--- src/rtl/efc_pkg.sv ---
package efc_pkg;

  // What one stage does at the next rising edge.
  typedef enum logic [1:0] {
    ACT_HOLD = 2'd0,  // keep marker and word
    ACT_LOAD = 2'd1,  // vacant, upstream full: take upstream word
    ACT_HAND = 2'd2   // full, downstream takes it: become vacant
  } stage_act_e;

endpackage

--- src/rtl/efc_stage.sv ---
module efc_stage
  import efc_pkg::*;
#(
  parameter int WIDTH = 4
) (
  input  logic             clk,
  input  logic             rst,
  input  logic             up_full,    // upstream marker (or write strobe at head)
  input  logic [WIDTH-1:0] up_data,
  input  logic             down_take,  // downstream vacant (or read strobe at tail)
  output logic             full,
  output logic [WIDTH-1:0] data
);

  stage_act_e act;

  always_comb begin
    if (!full && up_full)
      act = ACT_LOAD;
    else if (full && down_take)
      act = ACT_HAND;
    else
      act = ACT_HOLD;
  end

  always_ff @(posedge clk) begin
    if (rst)
      full <= 1'b0;
    else begin
      case (act)
        ACT_LOAD: full <= 1'b1;
        ACT_HAND: full <= 1'b0;
        default:  full <= full;
      endcase
    end
  end

  // Word register carries no reset: its content only matters while full.
  always_ff @(posedge clk) begin
    if (act == ACT_LOAD)
      data <= up_data;
  end

endmodule

--- src/rtl/efc_out_gate.sv ---
module efc_out_gate #(
  parameter int WIDTH = 4
) (
  input  logic             oe,
  input  logic [WIDTH-1:0] word,
  output logic [WIDTH-1:0] dout,
  output logic             dout_oe
);

  // On-chip stand-in for a tri-state driver: data forced low, drive flag off.
  assign dout    = oe ? word : '0;
  assign dout_oe = oe;

endmodule

--- src/rtl/elastic_fifo_chain.sv ---
module elastic_fifo_chain #(
  parameter int WIDTH = 4,
  parameter int DEPTH = 16
) (
  input  logic             clk,
  input  logic             rst,
  input  logic             shift_in,
  input  logic [WIDTH-1:0] din,
  output logic             din_ready,
  input  logic             shift_out,
  output logic             dout_ready,
  input  logic             out_en,
  output logic [WIDTH-1:0] dout,
  output logic             dout_oe
);

  localparam int HEAD = 0;
  localparam int TAIL = DEPTH - 1;

  logic [DEPTH-1:0] mark;
  logic [WIDTH-1:0] word [DEPTH];
  logic [WIDTH-1:0] tail_data;

  for (genvar i = 0; i < DEPTH; i++) begin : g_stage
    logic             up_f;
    logic [WIDTH-1:0] up_d;
    logic             dn_take;

    if (i == HEAD) begin : g_head
      assign up_f = shift_in;
      assign up_d = din;
    end else begin : g_link_up
      assign up_f = mark[i-1];
      assign up_d = word[i-1];
    end

    if (i == TAIL) begin : g_tail
      assign dn_take = shift_out;
    end else begin : g_link_dn
      assign dn_take = ~mark[i+1];
    end

    efc_stage #(.WIDTH(WIDTH)) u_stage (
      .clk       (clk),
      .rst       (rst),
      .up_full   (up_f),
      .up_data   (up_d),
      .down_take (dn_take),
      .full      (mark[i]),
      .data      (word[i])
    );
  end

  assign tail_data  = word[TAIL];
  assign din_ready  = ~mark[HEAD];
  assign dout_ready = mark[TAIL];

  efc_out_gate #(.WIDTH(WIDTH)) u_out_gate (
    .oe      (out_en),
    .word    (tail_data),
    .dout    (dout),
    .dout_oe (dout_oe)
  );

endmodule

--- config.mk ---
export PLATFORM = sky130hd
export DESIGN_NAME = elastic_fifo_chain
export DESIGN_NICKNAME = d
export VERILOG_FILES = /design/src/rtl/efc_pkg.sv /design/src/rtl/efc_stage.sv /design/src/rtl/efc_out_gate.sv /design/src/rtl/elastic_fifo_chain.sv
export SDC_FILE = /design/constraint.sdc
export NUM_CORES = 1
export LEC_CHECK = 0
export BUFFER_PORTS_ARGS = -buffer_cell sky130_fd_sc_hd__buf_4
export CAP_MARGIN = 20
export CORE_MARGIN = 2
export CORE_UTILIZATION = 60
export CTS_BUF_LIST = sky130_fd_sc_hd__clkbuf_8
export DETAILED_ROUTE_END_ITERATION = 16
export PLACE_DENSITY_LB_ADDON = 0.12
export SYNTH_ARGS = -nofsm -noshare
export SYNTH_HDL_FRONTEND = slang
export SYNTH_SLANG_ARGS = --single-unit
--- constraint.sdc ---
create_clock -name clk -period 1.15 [get_ports clk]
set_input_delay 0.345 -clock clk [delete_from_list [all_inputs] [get_ports clk]]
set_output_delay 0.345 -clock clk [all_outputs]
set_load 0.01 [all_outputs]
==> insert_results.sql, run 1 <==
INSERT INTO impl_metrics (metric_group, metric, value, unit) VALUES
('status', 'run_status', 'complete, but fails checks', ''),
('status', 'violations_in_the_final_reports', 'setup timing', ''),
('yosys', 'synthesis.area', '2660', 'µm²'),
('clock_tree', 'cts.htree.levels', '3', ''),
('cells_and_area', 'fin_nets', '175', ''),
('sta', 'max_freq', '759', 'MHz'),
('critical_path', 'critical_path.n_buffers_inverters', '1', ''),
('sta', 'tightest_slew', '0.338', 'ns'),
('routing', 'first_iter_violations', '43', ''),
('sta', 'max-slew-margin-rel', '0.774', ''),
('cells_and_area', 'layoutNonFillerInstCount', '223', ''),
('floorplanning', 'die_area', '4980', 'µm²'),
('cells_and_area', 'number_of_diodes', '0', ''),
('yosys', 'post_synth_inst_count', '136', ''),
('min_path', 'min_path_cells', '1', ''),
('sta', 'layout_worst_path_cycle_share', '1.15', ''),
('yosys', 'synth_top_cells_by_area', 'edfxtp_1 (72%), dfxtp_1 (12%), mux2i_1 (5.6%)', ''),
('yosys', 'syn-mean-instance-area', '19.6', 'µm²'),
('sta', 'fin_worst_hold_slack', '0.184', 'ns'),
('critical_path', 'worstSetupPathDepth', '2', ''),
('critical_path', 'cells_along_the_critical_path', 'and2_4, buf_6', ''),
('power', 'p_leak', '1.07', 'nW'),
('clock_tree', 'cts_buffer_depth', '2', ''),
('placed_design', 'dp_cells', '203', ''),
('yosys', 'synth_sequential_area_ratio', '0.843', ''),
('cells_and_area', 'final_cell_area', '3080', 'µm²'),
('grt', 'grt_pass1_vias', '1141', ''),
('power', 'pwr_density_cell', '1650', 'nW/µm²'),
('placed_design', 'estimated_wirelength_of_the_detail_placed_design', '2270', 'µm'),
('floorplanning', 'coreArea', '4320', 'µm²'),
('grt', 'largest_net_degree_at_the_start_of_global_routing', '17', ''),
('critical_path', 'startpoint_type', 'register', ''),
('placed_design', 'port_buf_inserts', '15', ''),
('routing', 'drc', '0', ''),
('min_path', 'hp-class', 'in -> reg', ''),
('routing', 'wire_per_inst', '15.0', 'µm'),
('floorplanning', 'start_util', '0.615', ''),
('critical_path', 'setup.worst_path.class', 'reg -> out', ''),
('grt', 'grtUsageTotal', '0.152', ''),
('grt', 'overflow_left_after_global_routing', '0', ''),
('yosys', 'postSynthNetCount', '145', ''),
('flow_run', 'drv_cap', '0', ''),
('grt', 'gr-max-usage-layer', 'met2', ''),
('critical_path', 'critical_path.endpoint_type', 'output port', ''),
('cells_and_area', 'layout-drive-gt1-share', '0.339', ''),
('routing', 'dr.pass1.iters', '4', ''),
('clock_tree', 'clkLatencyLatePin', '0.33', 'ns'),
('routing', 'vias', '1137', ''),
('placed_design', 'routabilityCongestion', '0.674', ''),
('critical_path', 'rr_worst_depth', '3', ''),
('clock_tree', 'clkTransAtPathRegs', '0.07', 'ns'),
('yosys', 'yosys_warnings', '0', ''),
('floorplanning', 'die_w', '70.6', 'µm'),
('yosys', 'postSynthRegisterBits', '80', ''),
('clock_tree', 'clock-sinks', '80', ''),
('sta', 'setup_violations', '5', ''),
('sta', 'smallest_setup_slack_after_layout', '-0.168', 'ns'),
('sta', 'timing.final.crit_period', '1.32', 'ns'),
('floorplanning', 'rows', '24', ''),
('yosys', 'synth_largest_area_cell', 'edfxtp_1', ''),
('routing', 'ant_nets', '0', ''),
('clock_tree', 'tritoncts', 'done', ''),
('placed_design', 'postPlaceCellArea', '2820', 'µm²'),
('critical_path', 'critPathMaxStageDelay', '0.38', 'ns'),
('sta', 'timing.final.hold_violations', '0', ''),
('grt', 'met2_resource_use_gr', '0.234', ''),
('cells_and_area', 'filler_cell_count', '284', ''),
('routing', 'wl', '3350', 'µm'),
('critical_path', 'worst-r2r-setup-slack', '0.06', 'ns'),
('grt', 'grt_first_pass_wirelength', '5250', 'µm'),
('grt', 'grt_antenna_before_repair', '0', '');
worst reg2reg max path, delay by kind of cell, from the launching register on:
| family | cells | cell delay [ns] |
|---|---|---|
| AND/OR/NAND/NOR | 1 | 0.26 |
| flip-flops | 1 | 0.34 |
| buffers and inverters | 2 | 0.16 |
cell usage after synthesis:
cell type   n
a211oi_2    1
and2_1      4
nor2_2     10
and2b_1     5
buf_4       1
mux2i_1    15
dfxtp_1    16
inv_1       1
nor2_1      7
edfxtp_1   64
nor2b_1    10
buf_12      1
buf_6       1
per-layer routing:
metal  share of wire  up-vias
met2            0.48       24
met5               0        -
li1                -      553
met3           0.035        8
met1            0.47      552
met4           0.020        0
metrics by stage:
stage	total power [mW]	setup TNS, ns
floorplan	3.26	0
global placement	3.28	0
detailed placement	3.29	0
CTS	5.14	-0.761
global route	5.28	-0.890
finish	5.07	-0.644
report_power, final:
part / internal, mW / switching [mW] / leakage (nW)
clock: 0.967 / 0.865 / 0.107
sequential: 3.13 / 0.0114 / 0.710
combinational: 0.0535 / 0.0486 / 0.255
total: 4.15 / 0.925 / 1.07
state kept, by name (all words and copies together), names as in the netlist:
name	count
g_stage.u_stage.full	16
g_stage.u_stage.data	64
layout make-up:
type	instances	area, µm²	area share
Sequential cell	80	2240	0.729
Multi-Input combinational cell	52	399	0.130
Timing Repair Buffer	22	188	0.0609
Clock buffer	9	124	0.0402
Tap cell	52	65.1	0.0211
Clock inverter	7	56.3	0.0183
Inverter	1	3.75	0.00122
final timing paths:
path	startpoint	to
worst max-delay path	g_stage[15].u_stage.data[0]	dout[0]
worst min-delay path	din[0]	g_stage[0].u_stage.data[0]
worst max register to register	g_stage[0].u_stage.full	g_stage[1].u_stage.data[3]
worst min register to register	g_stage[3].u_stage.data[3]	g_stage[4].u_stage.data[3]
logic make-up after synthesis:
logic type | share of synthesized area
buffers and inverters | 0.0160
and+or+nand+nor | 0.0804
AOI/OAI and AO/OA | 0.00470
DFF | 0.843
muxes | 0.0564
what timing repair did:
action | 4_1_cts | 5_1_grt
buffers inserted | 4 | 0
hold buffers | 0 | 0
setup endpoints to repair | 6 | 22
pin swaps | 4 | 0
gates resized for setup | 10 | 8
cell usage in the layout (no fill, tap or decap):
cell type / netlist / layout
inv_2: 0 / 1
bufinv_16: 0 / 1
a211oi_2: 1 / 1
clkinv_2: 0 / 3
dfxtp_2: 0 / 2
buf_4: 1 / 16
inv_1: 1 / 3
dfxtp_1: 16 / 14
and2b_1: 5 / 5
nor2_2: 10 / 10
mux2i_1: 15 / 15
and2_4: 0 / 4
clkbuf_8: 0 / 9
nor2_1: 7 / 7
edfxtp_1: 64 / 64
buf_6: 1 / 6
nor2b_1: 10 / 5
nor2b_2: 0 / 5
Note: power is estimated with default switching activity, not from simulation.
==> run 2: changes to the inputs <==
--- a/config.mk
+++ b/config.mk
@@ -11,7 +11,7 @@
 export CORE_UTILIZATION = 60
 export CTS_BUF_LIST = sky130_fd_sc_hd__clkbuf_8
 export DETAILED_ROUTE_END_ITERATION = 16
-export PLACE_DENSITY_LB_ADDON = 0.12
+export PLACE_DENSITY = 0.88
 export SYNTH_ARGS = -nofsm -noshare
 export SYNTH_HDL_FRONTEND = slang
 export SYNTH_SLANG_ARGS = --single-unit
==> run 2 against run 1 <==
  * Power down 1.8%
  * Hold slack worse by 0.0076 ns
  * Non-clock buffer count decreased by 3
  * Cell count decreased by 1.3%
  * Clock skew up 0.0018 ns
  * Die area did not move
  * The flow still finishes with violations (setup timing)
  * Critical path type unchanged
  * Largest power group unchanged
==> insert_results.sql, run 2 (synthesis gave the netlist of run 1 again) <==
INSERT INTO impl_metrics (metric_group, metric, value, unit) VALUES
('status', 'run_status', 'complete, but fails checks', ''),
('status', 'violations_in_the_final_reports', 'setup timing', ''),
('sta', 'setup_violations', '5', ''),
('sta', 'timing.final.crit_period', '1.31', 'ns'),
('power', 'p_total', '4.98', 'mW'),
('placed_design', 'estimated_wirelength_of_the_detail_placed_design', '2380', 'µm'),
('routing', 'wl', '3630', 'µm'),
('critical_path', 'required', '0.81', 'ns'),
('placed_design', 'routabilityCongestion', '0.697', ''),
('sta', 'fin_tns_setup', '-0.612', 'ns'),
('cells_and_area', 'mostFrequentLayoutCell', 'edfxtp_1', ''),
('min_path', 'timing.hold.worst.start', 'shift_out', ''),
('power', 'ir_worst_vdd', '1130', 'µV'),
('critical_path', 'worst_r2r_start', 'g_stage[14].u_stage.full', ''),
('floorplanning', 'coreArea', '4320', 'µm²'),
('min_path', 'min_path_cells', '2', ''),
('cells_and_area', 'core_util_final', '0.709', ''),
('routing', 'dr.pass1.iters', '4', ''),
('clock_tree', 'cts.htree.levels', '3', ''),
('clock_tree', 'clkLatencyLatePin', '0.34', 'ns'),
('floorplanning', 'fp.dieH', '70.6', 'µm'),
('cells_and_area', 'fin_nets', '172', ''),
('grt', 'grt_first_pass_wirelength', '5800', 'µm'),
('routing', 'first_iter_violations', '54', ''),
('critical_path', 'r2r_end', 'g_stage[15].u_stage.data[1]', ''),
('min_path', 'whs_endpoint', 'g_stage[15].u_stage.full', ''),
('grt', 'grtUsageTotal', '0.163', ''),
('clock_tree', 'clockRootBuffer', 'clkbuf_8', ''),
('sta', 'timing.final.hold_violations', '0', ''),
('min_path', 'hp-class', 'in -> reg', ''),
('critical_path', 'critical_path.endpoint_type', 'output port', ''),
('floorplanning', 'ioPinCount', '16', ''),
('grt', 'overflow_left_after_global_routing', '0', ''),
('sta', 'slew_viol_final', '0', ''),
('routing', 'drc', '0', ''),
('critical_path', 'critPathMaxStageDelay', '0.37', 'ns'),
('sta', 'layout_worst_path_cycle_share', '1.14', ''),
('floorplanning', 'die_area', '4980', 'µm²'),
('flow_run', 'drv_cap', '0', ''),
('critical_path', 'setup.worst_path.class', 'reg -> out', ''),
('sta', 'rsz0062_at_grt', 'yes', ''),
('cells_and_area', 'mostFrequentLayoutCells', 'edfxtp_1 (64), mux2i_1 (15), dfxtp_1 (14), buf_4 (13), nor2_2 (11)', ''),
('routing', 'ant_nets', '0', ''),
('critical_path', 'startpoint_type', 'register', ''),
('grt', 'grt_antenna_before_repair', '0', ''),
('critical_path', 'critical_path.slowest_cell', 'edfxtp_1', ''),
('clock_tree', 'tritoncts', 'done', ''),
('cells_and_area', 'filler_cell_count', '271', ''),
('critical_path', 'cells_along_the_critical_path', 'and2_4, buf_6', ''),
('cells_and_area', 'largest_register', 'g_stage.u_stage.data', ''),
('critical_path', 'rr_worst_depth', '1', ''),
('routing', 'vias', '1144', ''),
('cells_and_area', 'areaGrowthSynthToFinish', '15.2', '%'),
('critical_path', 'worst-r2r-setup-slack', '0.10', 'ns'),
('power', 'p_leak', '1.04', 'nW'),
('cells_and_area', 'largest_register_ff_count', '64', ''),
('floorplanning', 'die_w', '70.6', 'µm'),
('sta', 'max-slew-margin-rel', '0.838', ''),
('clock_tree', 'clkTransAtPathRegs', '0.08', 'ns'),
('cells_and_area', 'biggestRegsByFlops', 'g_stage.u_stage.data: 64 flops, g_stage.u_stage.full: 16 flops', ''),
('critical_path', 'timing.critical_path.fanout_max', '1', ''),
('grt', 'largest_net_degree_at_the_start_of_global_routing', '17', ''),
('cells_and_area', 'number_of_diodes', '0', ''),
('routing', 'wire_per_inst', '16.5', 'µm'),
('cells_and_area', 'layout-drive-gt1-share', '0.375', ''),
('power', 'pwr_density_cell', '1630', 'nW/µm²'),
('sta', 'tightest_slew', '0.237', 'ns'),
('grt', 'grt_pass1_vias', '1193', ''),
('critical_path', 'cp.arrival', '0.96', 'ns'),
('placed_design', 'port_buf_inserts', '15', ''),
('floorplanning', 'rows', '24', ''),
('clock_tree', 'clock-sinks', '80', ''),
('routing', 'detail_route.vias_per_cell', '5.20', ''),
('floorplanning', 'start_util', '0.615', ''),
('sta', 'smallest_setup_slack_after_layout', '-0.156', 'ns'),
('sta', 'fin_worst_skew', '0.00586', 'ns'),
('critical_path', 'path_delay_family', 'flip-flops', ''),
('clock_tree', 'cts_inserted_buffers', '9', ''),
('sta', 'max_freq', '766', 'MHz'),
('clock_tree', 'cts_buffer_depth', '2', ''),
('critical_path', 'critical_path.n_buffers_inverters', '1', '');
-- run 2: cell count changes in the layout (fill, tap and decap cells not counted) --
cell       before  now
buf_4          16   13
nor2_1          7    6
inv_1           3    0
nor2b_1         5    0
clkinv_1        0    1
clkinv_4        0    4
nor2_2         10   11
nor2b_2         5   10
clkinv_2        3    2
bufinv_16       1    0
-- run 2: worst max-delay path by stage --
| stage | slack [ns] | depth (start not counted) | end | from |
|---|---|---|---|---|
| floorplan | 0.14 | 2 | g_stage[1].u_stage.data[0] | g_stage[0].u_stage.full |
| global placement | 0.08 | 3 | dout[1] | out_en |
| detailed placement | -0.0007 | 1 | g_stage[15].u_stage.data[3] | g_stage[14].u_stage.full |
| CTS | -0.19 | 2 | dout[3] | g_stage[15].u_stage.data[3] |
| global route | -0.21 | 2 | dout[0] | g_stage[15].u_stage.data[0] |
| finish | -0.16 | 2 | dout[3] | g_stage[15].u_stage.data[3] |
-- run 2: stage by stage --
| stage | cell area [µm²] | hold WS, ns | worst slack (ns) | std cells |
|---|---|---|---|---|
| after floorplan | 2660 | 0.400 | 0.141 | 136 |
| after global placement | 2800 | 0.400 | 0.0794 | 200 |
| after detailed placement | 2800 | 0.405 | -0.000673 | 200 |
| after CTS | 3050 | 0.154 | -0.187 | 220 |
| after global routing | 3070 | 0.155 | -0.207 | 220 |
| final | 3070 | 0.176 | -0.156 | 220 |
-- run 2: power breakdown --
group | internal, mW | switching (mW) | total, mW
Sequential | 3.13 | 0.0144 | 3.14
Clock | 0.782 | 0.959 | 1.74
Combinational | 0.0532 | 0.0494 | 0.103
-- run 2: per-layer routing --
layer / global-route usage / vias to the layer above / wire [µm]
met1: 0.189 / 560 / 1550
met3: 0.0655 / 4 / 154
met4: 0.0629 / 0 / 29
li1: - / 550 / -
met2: 0.277 / 30 / 1890
met5: 0 / - / 0
-- run 2: repair_timing --
item                       4_1_cts  5_1_grt
hold buffers                     0        0
pin swaps                        4        0
setup buffers                    4        0
gates resized for setup         16        8
setup endpoints to repair       18       38
-- run 2: area by class of cell --
type | count | area [µm²] | area share
Timing Repair Buffer | 19 | 165 | 0.0539
Clock buffer | 9 | 124 | 0.0404
Tap cell | 52 | 65.1 | 0.0212
Multi-Input combinational cell | 52 | 414 | 0.135
Inverter | 1 | 3.75 | 0.00122
Clock inverter | 7 | 48.8 | 0.0159
Sequential cell | 80 | 2240 | 0.732
==> run 3: changes to the inputs <==
--- a/config.mk
+++ b/config.mk
@@ -7,6 +7,7 @@
 export LEC_CHECK = 0
 export BUFFER_PORTS_ARGS = -buffer_cell sky130_fd_sc_hd__buf_4
 export CAP_MARGIN = 20
+export CORE_ASPECT_RATIO = 1.25
 export CORE_MARGIN = 2
 export CORE_UTILIZATION = 60
 export CTS_BUF_LIST = sky130_fd_sc_hd__clkbuf_8
==> run 3 against run 2 <==
  * Global-route usage up 0.26 points
  * Cell count increased by 2.3%
  * Combinational power down 5%
  * Highest routed layer unchanged
  * The flow still finishes with violations (setup timing)
==> insert_results.sql, run 3 (synthesis gave the netlist of run 1 again) <==
INSERT INTO impl_metrics (metric_group, metric, value, unit) VALUES
('status', 'run_status', 'complete, but fails checks', ''),
('status', 'violations_in_the_final_reports', 'setup timing', ''),
('critical_path', 'setup.worst_path.start', 'g_stage[15].u_stage.data[0]', ''),
('critical_path', 'crit_end', 'dout[0]', ''),
('min_path', 'hp-class', 'in -> reg', ''),
('placed_design', 'port_buf_inserts', '15', ''),
('floorplanning', 'die_area', '4990', 'µm²'),
('power', 'clockPowerShare', '0.390', ''),
('power', 'p_sw', '0.965', 'mW'),
('cells_and_area', 'largest_register_ff_count', '64', ''),
('routing', 'wl', '3700', 'µm'),
('clock_tree', 'clkLatencyLatePin', '0.35', 'ns'),
('sta', 'max-slew-margin-rel', '0.774', ''),
('clock_tree', 'cts_inserted_buffers', '9', ''),
('floorplanning', 'start_util', '0.615', ''),
('critical_path', 'critical_path.slowest_cell', 'edfxtp_1', ''),
('clock_tree', 'tritoncts', 'done', ''),
('critical_path', 'cp.arrival', '0.99', 'ns'),
('placed_design', 'estimated_wirelength_of_the_detail_placed_design', '2200', 'µm'),
('cells_and_area', 'filler_cell_count', '274', ''),
('routing', 'detail_route.vias_per_cell', '5.09', ''),
('critical_path', 'setup.worst_path.class', 'reg -> out', ''),
('critical_path', 'critical_path.endpoint_type', 'output port', ''),
('clock_tree', 'clockRootBuffer', 'clkbuf_8', ''),
('cells_and_area', 'layout-drive-gt1-share', '0.353', ''),
('floorplanning', 'coreArea', '4320', 'µm²'),
('critical_path', 'worstSetupPathDepth', '2', ''),
('clock_tree', 'clock-sinks', '80', ''),
('critical_path', 'critical_path.n_buffers_inverters', '1', ''),
('sta', 'setup_violations', '5', ''),
('cells_and_area', 'mostFrequentLayoutCells', 'edfxtp_1 (64), mux2i_1 (15), dfxtp_1 (14), clkbuf_8 (12), buf_4 (12)', ''),
('clock_tree', 'cts.htree.levels', '3', ''),
('floorplanning', 'rows', '27', ''),
('floorplanning', 'fp.dieH', '78.5', 'µm'),
('placed_design', 'routabilityCongestion', '0.676', ''),
('sta', 'slew_viol_final', '0', ''),
('cells_and_area', 'multi_input_area', '409', 'µm²'),
('cells_and_area', 'final_cell_area', '3100', 'µm²'),
('critical_path', 'required', '0.81', 'ns'),
('sta', 'tightest_slew', '0.338', 'ns'),
('sta', 'smallest_setup_slack_after_layout', '-0.185', 'ns'),
('min_path', 'min_path_cells', '1', ''),
('placed_design', 'postPlaceCellArea', '2810', 'µm²'),
('routing', 'drc', '0', ''),
('cells_and_area', 'core_util_final', '0.716', ''),
('floorplanning', 'ioPinCount', '16', ''),
('floorplanning', 'die_w', '63.6', 'µm'),
('cells_and_area', 'seq_area', '2240', 'µm²'),
('cells_and_area', 'biggestRegsByFlops', 'g_stage.u_stage.data: 64 flops, g_stage.u_stage.full: 16 flops', ''),
('power', 'p_leak', '1.06', 'nW'),
('sta', 'layout_worst_path_cycle_share', '1.16', ''),
('critical_path', 'worst_r2r_start', 'g_stage[9].u_stage.full', ''),
('routing', 'wire_per_inst', '16.4', 'µm'),
('critical_path', 'startpoint_type', 'register', ''),
('cells_and_area', 'mostFrequentLayoutCell', 'edfxtp_1', ''),
('critical_path', 'cells_along_the_critical_path', 'and2_1, buf_6', ''),
('critical_path', 'critPathMaxStageDelay', '0.37', 'ns'),
('flow_run', 'drv_cap', '0', ''),
('critical_path', 'r2r_end', 'g_stage[10].u_stage.data[2]', ''),
('power', 'pwr_density_cell', '1710', 'nW/µm²'),
('grt', 'grt_antenna_before_repair', '0', ''),
('cells_and_area', 'number_of_diodes', '0', ''),
('power', 'combinationalPowerShare', '0.018', ''),
('power', 'p_int', '4.34', 'mW'),
('critical_path', 'rr_worst_depth', '1', ''),
('routing', 'ant_nets', '0', ''),
('clock_tree', 'clkTransAtPathRegs', '0.07', 'ns'),
('power', 'power.sequential.fraction', '0.592', ''),
('sta', 'max_freq', '749', 'MHz'),
('cells_and_area', 'areaGrowthSynthToFinish', '16.4', '%'),
('routing', 'first_iter_violations', '34', ''),
('critical_path', 'path_delay_family', 'flip-flops', ''),
('power', 'power_switching_share', '0.182', ''),
('grt', 'overflow_left_after_global_routing', '0', ''),
('sta', 'fin_worst_skew', '0.00871', 'ns'),
('clock_tree', 'cts_buffer_depth', '2', ''),
('routing', 'dr.pass1.iters', '5', ''),
('power', 'ir_worst_vdd', '1010', 'µV'),
('grt', 'grt_first_pass_wirelength', '5640', 'µm'),
('grt', 'grtUsageTotal', '0.166', ''),
('grt', 'largest_net_degree_at_the_start_of_global_routing', '17', ''),
('critical_path', 'worst-r2r-setup-slack', '0.07', 'ns'),
('cells_and_area', 'largest_register', 'g_stage.u_stage.data', ''),
('sta', 'timing.final.hold_violations', '0', ''),
('sta', 'rsz0062_at_grt', 'yes', ''),
('critical_path', 'timing.critical_path.fanout_max', '1', ''),
('sta', 'timing.final.crit_period', '1.34', 'ns'),
('grt', 'grt_pass1_vias', '1183', ''),
('cells_and_area', 'fin_nets', '171', ''),
('routing', 'vias', '1145', '');
[run 3: cell count changes in the layout (fill, tap and decap cells not counted), sizes merged]
cell	delta
bufinv	+1
clkbuf	+3
buf	-1
inv	+3
clkinv	-7
[run 3: worst min path at each step]
stage                                           start                     endpoint  slack, ns
final                                          din[3]   g_stage[0].u_stage.data[3]       0.17
after global routing                           din[3]   g_stage[0].u_stage.data[3]       0.15
after CTS                                      din[3]   g_stage[0].u_stage.data[3]       0.15
after detailed placement  g_stage[13].u_stage.data[1]  g_stage[14].u_stage.data[1]       0.40
after global placement    g_stage[14].u_stage.data[3]  g_stage[15].u_stage.data[3]       0.40
after floorplan            g_stage[9].u_stage.data[0]  g_stage[10].u_stage.data[0]       0.40
[run 3: cell type report]
| class | count | area share |
|---|---|---|
| clock buffer | 12 | 0.0533 |
| clock inverter | 4 | 0.0141 |
| inverter | 1 | 0.00121 |
| multi-input combinational | 52 | 0.132 |
| sequential | 80 | 0.725 |
| tap | 58 | 0.0234 |
| timing repair buffer | 18 | 0.0509 |
[run 3: timing repair]
item,CTS,global route
pin swaps,4,0
resized for setup,10,12
setup buffers,3,0
endpoints found under the setup margin,6,42
hold buffers,0,0
[run 3: metrics by stage]
stage               setup WS (ns)  TNS, ns  total power [mW]  std cells  hold WS, ns
floorplan                   0.141        0              3.26        136        0.400
global placement           0.0815        0              3.28        206        0.401
detailed placement         0.0156        0              3.29        206        0.405
CTS                        -0.178   -0.722              5.35        225        0.154
global route               -0.229   -0.909              5.47        225        0.147
finish                     -0.185   -0.699              5.31        225        0.170
[run 3: metal layers]
layer  track usage  share of wire
met4        0.0848          0.022
met3        0.0845          0.046
met1         0.176           0.41
met5             0              0
met2         0.271           0.52
[run 3: power groups by stage]
stage | Sequential, mW | Combinational, mW | Clock, mW
6_report | 3.14 | 0.0979 | 2.07
2_1_floorplan | 3.20 | 0.0558 | 0
4_1_cts | 3.14 | 0.0944 | 2.11
3_5_place_dp | 3.21 | 0.0831 | 0
3_3_place_gp | 3.20 | 0.0798 | 0
5_1_grt | 3.14 | 0.106 | 2.22
